## config.mk

```make
export PLATFORM = sky130hd
export DESIGN_NAME = hsb_bridge
export DESIGN_NICKNAME = d
export VERILOG_FILES = /design/src/rtl/hsb_pkg.sv /design/src/rtl/hsb_sync.sv /design/src/rtl/hsb_tick.sv /design/src/rtl/hsb_line_tx.sv /design/src/rtl/hsb_line_rx.sv /design/src/rtl/hsb_bridge.sv
export SDC_FILE = /design/constraint.sdc
export NUM_CORES = 1
export LEC_CHECK = 0
export ABC_AREA = 1
export BUFFER_PORTS_ARGS = -buffer_cell sky130_fd_sc_hd__buf_4
export CORE_AREA = 2 2 114 116
export CTS_CLUSTER_DIAMETER = 50
export DETAILED_ROUTE_END_ITERATION = 16
export DIE_AREA = 0 0 116 118
export PLACE_DENSITY = 0.39
export SLEW_MARGIN = 20
export SYNTH_ARGS = -nofsm -noshare
export SYNTH_HDL_FRONTEND = slang
export SYNTH_HIERARCHICAL = 1
export SYNTH_SLANG_ARGS = --single-unit
export TNS_END_PERCENT = 100
```

## constraint.sdc

```tcl
create_clock -name clk -period 4.2 [get_ports clk]
set_clock_uncertainty 0.15 [all_clocks]
set_input_delay 0 -clock clk [delete_from_list [all_inputs] [get_ports clk]]
set_output_delay 0 -clock clk [all_outputs]
set_load 0.1 [all_outputs]
```

## src/rtl/hsb_pkg.sv

```systemverilog
package hsb_pkg;
  typedef enum logic [1:0] {
    LN_IDLE = 2'd0,
    LN_DATA = 2'd1,
    LN_STOP = 2'd2
  } ln_state_t;
endpackage

```

## src/rtl/hsb_sync.sv

```systemverilog
module hsb_sync #(
  parameter int W = 1
) (
  input  logic         clk,
  input  logic         rst_n,
  input  logic [W-1:0] d,
  output logic [W-1:0] q
);
  logic [W-1:0] meta_q;
  logic [W-1:0] stab_q;

  always_ff @(posedge clk or negedge rst_n) begin
    if (!rst_n) begin
      meta_q <= '0;
      stab_q <= '0;
    end else begin
      meta_q <= d;
      stab_q <= meta_q;
    end
  end

  assign q = stab_q;
endmodule

```

## src/rtl/hsb_tick.sv

```systemverilog
module hsb_tick #(
  parameter int DIV = 16
) (
  input  logic clk,
  input  logic rst_n,
  output logic tick
);
  localparam int TW = (DIV > 1) ? $clog2(DIV) : 1;

  logic [TW-1:0] cnt_q;
  logic [TW-1:0] cnt_d;

  assign tick = (cnt_q == TW'(DIV - 1));

  always_comb begin
    cnt_d = cnt_q;
    if (tick) cnt_d = '0;
    else      cnt_d = cnt_q + 1'b1;
  end

  always_ff @(posedge clk or negedge rst_n) begin
    if (!rst_n) cnt_q <= '0;
    else        cnt_q <= cnt_d;
  end
endmodule

```

## src/rtl/hsb_line_tx.sv

```systemverilog
module hsb_line_tx
  import hsb_pkg::*;
#(
  parameter int DW = 8
) (
  input  logic          clk,
  input  logic          rst_n,
  input  logic          tick,
  input  logic          go,
  input  logic [DW-1:0] data,
  output logic          taken,
  output logic          busy,
  output logic          line
);
  localparam int CW = (DW > 1) ? $clog2(DW) : 1;

  ln_state_t     st_q, st_d;
  logic [DW-1:0] sh_q, sh_d;
  logic [CW-1:0] cnt_q, cnt_d;
  logic          line_q, line_d;

  always_comb begin
    st_d   = st_q;
    sh_d   = sh_q;
    cnt_d  = cnt_q;
    line_d = line_q;
    taken  = 1'b0;
    if (tick) begin
      case (st_q)
        LN_IDLE: if (go) begin
          taken  = 1'b1;
          sh_d   = data;
          cnt_d  = '0;
          line_d = 1'b0;
          st_d   = LN_DATA;
        end
        LN_DATA: begin
          line_d = sh_q[0];
          sh_d   = sh_q >> 1;
          cnt_d  = cnt_q + 1'b1;
          if (cnt_q == CW'(DW - 1)) st_d = LN_STOP;
        end
        LN_STOP: begin
          line_d = 1'b1;
          st_d   = LN_IDLE;
        end
        default: st_d = LN_IDLE;
      endcase
    end
  end

  always_ff @(posedge clk or negedge rst_n) begin
    if (!rst_n) begin
      st_q   <= LN_IDLE;
      sh_q   <= '0;
      cnt_q  <= '0;
      line_q <= 1'b1;
    end else begin
      st_q   <= st_d;
      sh_q   <= sh_d;
      cnt_q  <= cnt_d;
      line_q <= line_d;
    end
  end

  assign busy = (st_q != LN_IDLE);
  assign line = line_q;
endmodule

```

## src/rtl/hsb_line_rx.sv

```systemverilog
module hsb_line_rx
  import hsb_pkg::*;
#(
  parameter int DW = 8
) (
  input  logic          clk,
  input  logic          rst_n,
  input  logic          tick,
  input  logic          en,
  input  logic          line,
  output logic          done,
  output logic          bad,
  output logic [DW-1:0] word
);
  localparam int CW = (DW > 1) ? $clog2(DW) : 1;

  ln_state_t     st_q, st_d;
  logic [DW-1:0] sh_q, sh_d;
  logic [CW-1:0] cnt_q, cnt_d;

  always_comb begin
    st_d  = st_q;
    sh_d  = sh_q;
    cnt_d = cnt_q;
    done  = 1'b0;
    bad   = 1'b0;
    if (tick) begin
      case (st_q)
        LN_IDLE: if (en && !line) begin
          cnt_d = '0;
          st_d  = LN_DATA;
        end
        LN_DATA: begin
          sh_d  = {line, sh_q[DW-1:1]};
          cnt_d = cnt_q + 1'b1;
          if (cnt_q == CW'(DW - 1)) st_d = LN_STOP;
        end
        LN_STOP: begin
          done = line;
          bad  = !line;
          st_d = LN_IDLE;
        end
        default: st_d = LN_IDLE;
      endcase
    end
  end

  always_ff @(posedge clk or negedge rst_n) begin
    if (!rst_n) begin
      st_q  <= LN_IDLE;
      sh_q  <= '0;
      cnt_q <= '0;
    end else begin
      st_q  <= st_d;
      sh_q  <= sh_d;
      cnt_q <= cnt_d;
    end
  end

  assign word = sh_q;
endmodule

```

## src/rtl/hsb_bridge.sv

```systemverilog
module hsb_bridge #(
  parameter int DW  = 8,
  parameter int DIV = 16
) (
  input  logic          clk,
  input  logic          rst_n,
  input  logic          rx_mode,
  input  logic          tx_req,
  input  logic [DW-1:0] tx_data,
  output logic          tx_ack,
  input  logic          rx_req,
  output logic [DW-1:0] rx_data,
  output logic          rx_ack,
  input  logic          line_in,
  output logic          line_out,
  output logic          overrun,
  output logic          frame_err
);
  logic          rst_sync_n;
  logic [1:0]    req_s;
  logic          tx_req_s, rx_req_s;
  logic          tick;
  logic          tx_go, tx_taken, tx_busy;
  logic          rx_done, rx_bad;
  logic [DW-1:0] rx_word;

  logic          tx_ack_q, tx_ack_d, tx_full_q, tx_full_d;
  logic [DW-1:0] tx_buf_q, tx_buf_d;
  logic          rx_ack_q, rx_ack_d, rx_full_q, rx_full_d;
  logic [DW-1:0] rx_buf_q, rx_buf_d, rx_out_q, rx_out_d;
  logic          ovr_q, ovr_d, ferr_q, ferr_d;
  logic          accept, fetch;

  hsb_sync #(.W(1)) u_rst (
    .clk(clk), .rst_n(rst_n), .d(1'b1), .q(rst_sync_n)
  );

  hsb_sync #(.W(2)) u_req (
    .clk(clk), .rst_n(rst_sync_n), .d({tx_req, rx_req}), .q(req_s)
  );
  assign tx_req_s = req_s[1];
  assign rx_req_s = req_s[0];

  hsb_tick #(.DIV(DIV)) u_tick (
    .clk(clk), .rst_n(rst_sync_n), .tick(tick)
  );

  assign tx_go = tx_full_q && !rx_mode;

  hsb_line_tx #(.DW(DW)) u_tx (
    .clk(clk), .rst_n(rst_sync_n), .tick(tick), .go(tx_go),
    .data(tx_buf_q), .taken(tx_taken), .busy(tx_busy), .line(line_out)
  );

  hsb_line_rx #(.DW(DW)) u_rx (
    .clk(clk), .rst_n(rst_sync_n), .tick(tick), .en(rx_mode),
    .line(line_in), .done(rx_done), .bad(rx_bad), .word(rx_word)
  );

  assign accept = tx_req_s && !tx_ack_q && !tx_full_q;
  assign fetch  = rx_req_s && !rx_ack_q && rx_full_q;

  always_comb begin
    tx_ack_d  = tx_ack_q;
    tx_full_d = tx_full_q;
    tx_buf_d  = tx_buf_q;
    if (accept) begin
      tx_ack_d  = 1'b1;
      tx_full_d = 1'b1;
      tx_buf_d  = tx_data;
    end else begin
      if (!tx_req_s) tx_ack_d  = 1'b0;
      if (tx_taken)  tx_full_d = 1'b0;
    end
  end

  always_comb begin
    rx_ack_d  = rx_ack_q;
    rx_full_d = rx_full_q;
    rx_buf_d  = rx_buf_q;
    rx_out_d  = rx_out_q;
    ovr_d     = ovr_q;
    ferr_d    = ferr_q || rx_bad;
    if (fetch) begin
      rx_ack_d  = 1'b1;
      rx_out_d  = rx_buf_q;
      rx_full_d = 1'b0;
      ovr_d     = 1'b0;
    end else if (!rx_req_s) begin
      rx_ack_d  = 1'b0;
    end
    if (rx_done) begin
      rx_buf_d  = rx_word;
      rx_full_d = 1'b1;
      if (rx_full_q && !fetch) ovr_d = 1'b1;
    end
  end

  always_ff @(posedge clk or negedge rst_sync_n) begin
    if (!rst_sync_n) begin
      tx_ack_q  <= 1'b0;
      tx_full_q <= 1'b0;
      tx_buf_q  <= '0;
      rx_ack_q  <= 1'b0;
      rx_full_q <= 1'b0;
      rx_buf_q  <= '0;
      rx_out_q  <= '0;
      ovr_q     <= 1'b0;
      ferr_q    <= 1'b0;
    end else begin
      tx_ack_q  <= tx_ack_d;
      tx_full_q <= tx_full_d;
      tx_buf_q  <= tx_buf_d;
      rx_ack_q  <= rx_ack_d;
      rx_full_q <= rx_full_d;
      rx_buf_q  <= rx_buf_d;
      rx_out_q  <= rx_out_d;
      ovr_q     <= ovr_d;
      ferr_q    <= ferr_d;
    end
  end

  assign tx_ack    = tx_ack_q;
  assign rx_ack    = rx_ack_q;
  assign rx_data   = rx_out_q;
  assign overrun   = ovr_q;
  assign frame_err = ferr_q;
endmodule

```

==> results.sh <==
export IMPL_period_minus_slack_ns=2.26
export IMPL_grt_util_met2=0.155
export IMPL_drt_first_pass_iters=4
export IMPL_synth_enable_flop_cells=0
export IMPL_p_per_area_mw_per_mm2=461
export IMPL_final_critical_path_setup_slack_ns=1.94
export IMPL_cell_internal_pwr_w=0.00126
export IMPL_synth_cells=339
export IMPL_post_synth_top_count_cell="nand2_1"
export IMPL_chipHeight_um=118
export IMPL_synthDominantCellAreaShare=0.543
export IMPL_endpoint_class_of_the_critical_path="flop"
export IMPL_grt_max_degree=40
export IMPL_global_route_peak_usage_layer="met2"
export IMPL_dpl_worst_slack_ns=1.89
export IMPL_clkSlewWorstSetupHoldPaths_ns=0.05
export IMPL_setup_worst_path_start="u_tick/cnt_q[0]"
export IMPL_final_nets=408
export IMPL_drt_total_wl_mm=6.18
export IMPL_post_synth_cell_area_avg_um2=8.97
export IMPL_global_route_usage_total=0.103
export IMPL_setup_violations=0
export IMPL_cp_data_arrival_time_ns=2.33
export IMPL_diodes=0
export IMPL_drc=0
export IMPL_num_vias=2261
export IMPL_routabilityCongestion=0.696
export IMPL_cts_buffers=9
export IMPL_post_synth_xor_area_fraction=0.00288
export IMPL_routed_via_density=4.04
export IMPL_postSynth_asyncResetShare=1.00
export IMPL_area_fraction_in_compound_gates_after_synthesis=0.0177
export IMPL_outcome="complete, no violations"
export IMPL_grt_pass1_vias=2325
export IMPL_timing_slew_headroom=0.508
export IMPL_yosys_warnings=6
export IMPL_yosys_register_bits=67
export IMPL_num_fill_cells=1379
export IMPL_timing_hold_violations_final=0
export IMPL_global_route_usage_met1=0.128
export IMPL_cts_tree="done"
export IMPL_crit_type="reg -> reg"
export IMPL_design_core_area_mm2=0.0124
export IMPL_setup_tns_final_ns=0
export IMPL_antenna_found_initial=0
export IMPL_cp_start_kind="flop"
export IMPL_clkLatencyLatePin_ns=0.34
export IMPL_relative_contribution_of_sequential_cells_to_total_power=0.444
export IMPL_synth_area_mux_share=0
export IMPL_vdd_drop_max_mv=0.252
export IMPL_cts_sinks=67
export IMPL_design_die_area_mm2=0.0137
export IMPL_synth_area_mm2=0.00304
export IMPL_cap_violations=0
export IMPL_dp_final_hpwl_mm=4.07
export IMPL_rsz0062_at_grt="false"
export IMPL_hp_class="reg -> async"
export IMPL_worst_slew_pin_transition_ns=0.736
export IMPL_synth_top_family_by_area="simple AND/OR/NAND/NOR gates"
export IMPL_synthFlopType="dfrtp_1"
export IMPL_synth_area_leader_cell="dfrtp_1"
export IMPL_net_switching_share_of_the_total_power=0.280
export IMPL_timing_critical_path_fanout_max=11
export IMPL_post_route_hold_slack_ns=0.128
export IMPL_clockPowerShare=0.424
export IMPL_pwr_share_comb=0.131
export IMPL_post_cts_repair_setup_buffers=0
export IMPL_synth_net_count=364
export IMPL_placement_io_buffers=26
export IMPL_crit_required_ns=4.28
export IMPL_total_leakage_power_nw=2.01
export IMPL_netlist_cell_type_count=27
export IMPL_seq_area_frac_synth=0.552
export IMPL_finalMaxSlewViolations=0
export IMPL_h_tree_depth=3
export IMPL_synth_area_leaders="dfrtp_1 (54%), nand2_1 (18%), ha_1 (4.5%), nand3_1 (4.1%), nand4_1 (4.1%)"
export IMPL_clock_fmax_mhz=443
export IMPL_detail_route_wl_per_cell_um=11.0
export IMPL_fp_dieW_um=116
export IMPL_detail_route_antenna_nets=0
export IMPL_drt_iter0_drc=112
export IMPL_min_period_over_period=0.537
export IMPL_switching_power_w=0.000492
export IMPL_top_level_ports=27
export IMPL_syn2layout_area_growth_pct=25.3
export IMPL_reg2reg_from="u_tick/cnt_q[0]"
export IMPL_placement_rows=41
export IMPL_globalRouteOverflowTotal=0
export IMPL_synth_common_cells="nand2_1 (147), dfrtp_1 (66), nand3_1 (25)"
export IMPL_grt_first_pass_wirelength_mm=11.0
export IMPL_ctsRootBufferMaster="clkbuf_16"
export IMPL_ctsLongestPathBuffers=2
export IMPL_initial_utilization=0.245
export IMPL_synth_simple_gate_area_frac=0.314
export IMPL_synth_adder_area_share=0.0453
export IMPL_globalRouteMet3Util=0.0443
export IMPL_drive_above_1_share=0.162
## path summary, 6_finish.rpt
check / to / cells after the start / slack, ns
max in group asynchronous: u_tx/line / 1 / 2.80
min: u_req/meta_q[1] / 0 / 0.13
max reg2reg: rx_buf_q[7] / 9 / 1.94
max: rx_buf_q[7] / 9 / 1.94
min reg2reg: u_req/meta_q[1] / 0 / 0.13
min in group clk: u_req/meta_q[0] / 2 / 0.16
## layer usage
metal | vias to the layer above | routed length [µm]
met5 | - | 0
met2 | 37 | 2720
met4 | 0 | 120
met1 | 1049 | 3020
li1 | 1166 | -
met3 | 9 | 315
## cell usage in the layout, fill, tap and decap left out
master         synthesis  layout
nand2_1              147     147
dfrtp_1               66      65
buf_4                  2      28
nand3_1               25      25
inv_1                 22      22
nand4_1               20      20
dlygate4sd3_1          0      15
nor2_1                11      11
ha_1                  11      11
clkbuf_16              0       9
inv_2                  5       5
o21ai_0                4       4
nand2_2                4       4
clkinv_2               0       3
nand3_4                2       2
clkinvlp_4             0       2
or2_2                  1       1
clkinv_4               0       1
bufinv_16              0       1
conb_1                 1       1
dfrtp_2                0       1
nor2_8                 1       1
nand2_4                1       1
o22ai_1                1       1
o21ai_2                1       1
nor3_1                 1       1
o21bai_2               1       1
xor2_1                 1       1
nand3_2                1       1
a21boi_0               1       1
dfstp_2                1       1
## power by group through the flow
stage,clock [W],sequential (W),combinational [W]
after floorplan,0,0.000802,0.000160
after global placement,0,0.000792,0.000222
after detailed placement,0,0.000794,0.000223
after CTS,0.000776,0.000783,0.000236
after global routing,0.000803,0.000793,0.000272
final,0.000745,0.000780,0.000231
## registers in the layout (all words and copies together), names as in the netlist, 2 cells and up, named ones only
signal and count:
rx_buf_q 8, rx_data 8, tx_buf_q 8, u_req/meta_q 2, u_req/q 2, u_rx/cnt_q 3, u_rx/st_q 2, u_rx/word 8
u_tick/cnt_q 4, u_tx/cnt_q 3, u_tx/sh_q 8, u_tx/st_q 2
## cell families (layout without fill, tap and decap cells)
family,Yosys count,count (layout)
flops,67,67
buf+inv,37,86
simple gates,214,214
other cells,1,1
compound gates,8,8
xor+xnor,1,1
fa+ha+maj,11,11
## area by class of cell
cell class / instances / area [µm²] / share of cell area
clock inverter: 7 / 68.8 / 0.0181
inverter: 27 / 101 / 0.0266
timing repair buffer: 43 / 360 / 0.0946
sequential: 67 / 1680 / 0.441
tap: 172 / 215 / 0.0565
multi-input combinational: 235 / 1160 / 0.304
clock buffer: 9 / 225 / 0.0591
## metrics by stage
step                      cells  cell area (µm²)  utilization  power, W
after global routing        560             3810        0.307   0.00187
after global placement      529             3370        0.271   0.00101
final                       560             3810        0.307   0.00176
after floorplan             339             3040            -  0.000962
after detailed placement    529             3370        0.271   0.00102
after CTS                   560             3810        0.307   0.00180
## repair_timing
action                                 4_1_cts  5_1_grt
resized for setup                            0        0
endpoints found under the hold margin       20        0
hold buffers                                15        0
## worst max-delay path, stage by stage, from the launching register on
cell     delay, ns
dfrtp_1       0.38
ha_1          0.21
nand2_2       0.08
nor2_1        0.09
buf_4         0.19
nand3_1       0.11
nor2_1        0.58
inv_2         0.19
nand2_1       0.11
nand2_1       0.05
Note: power is estimated with default switching activity, not from simulation.
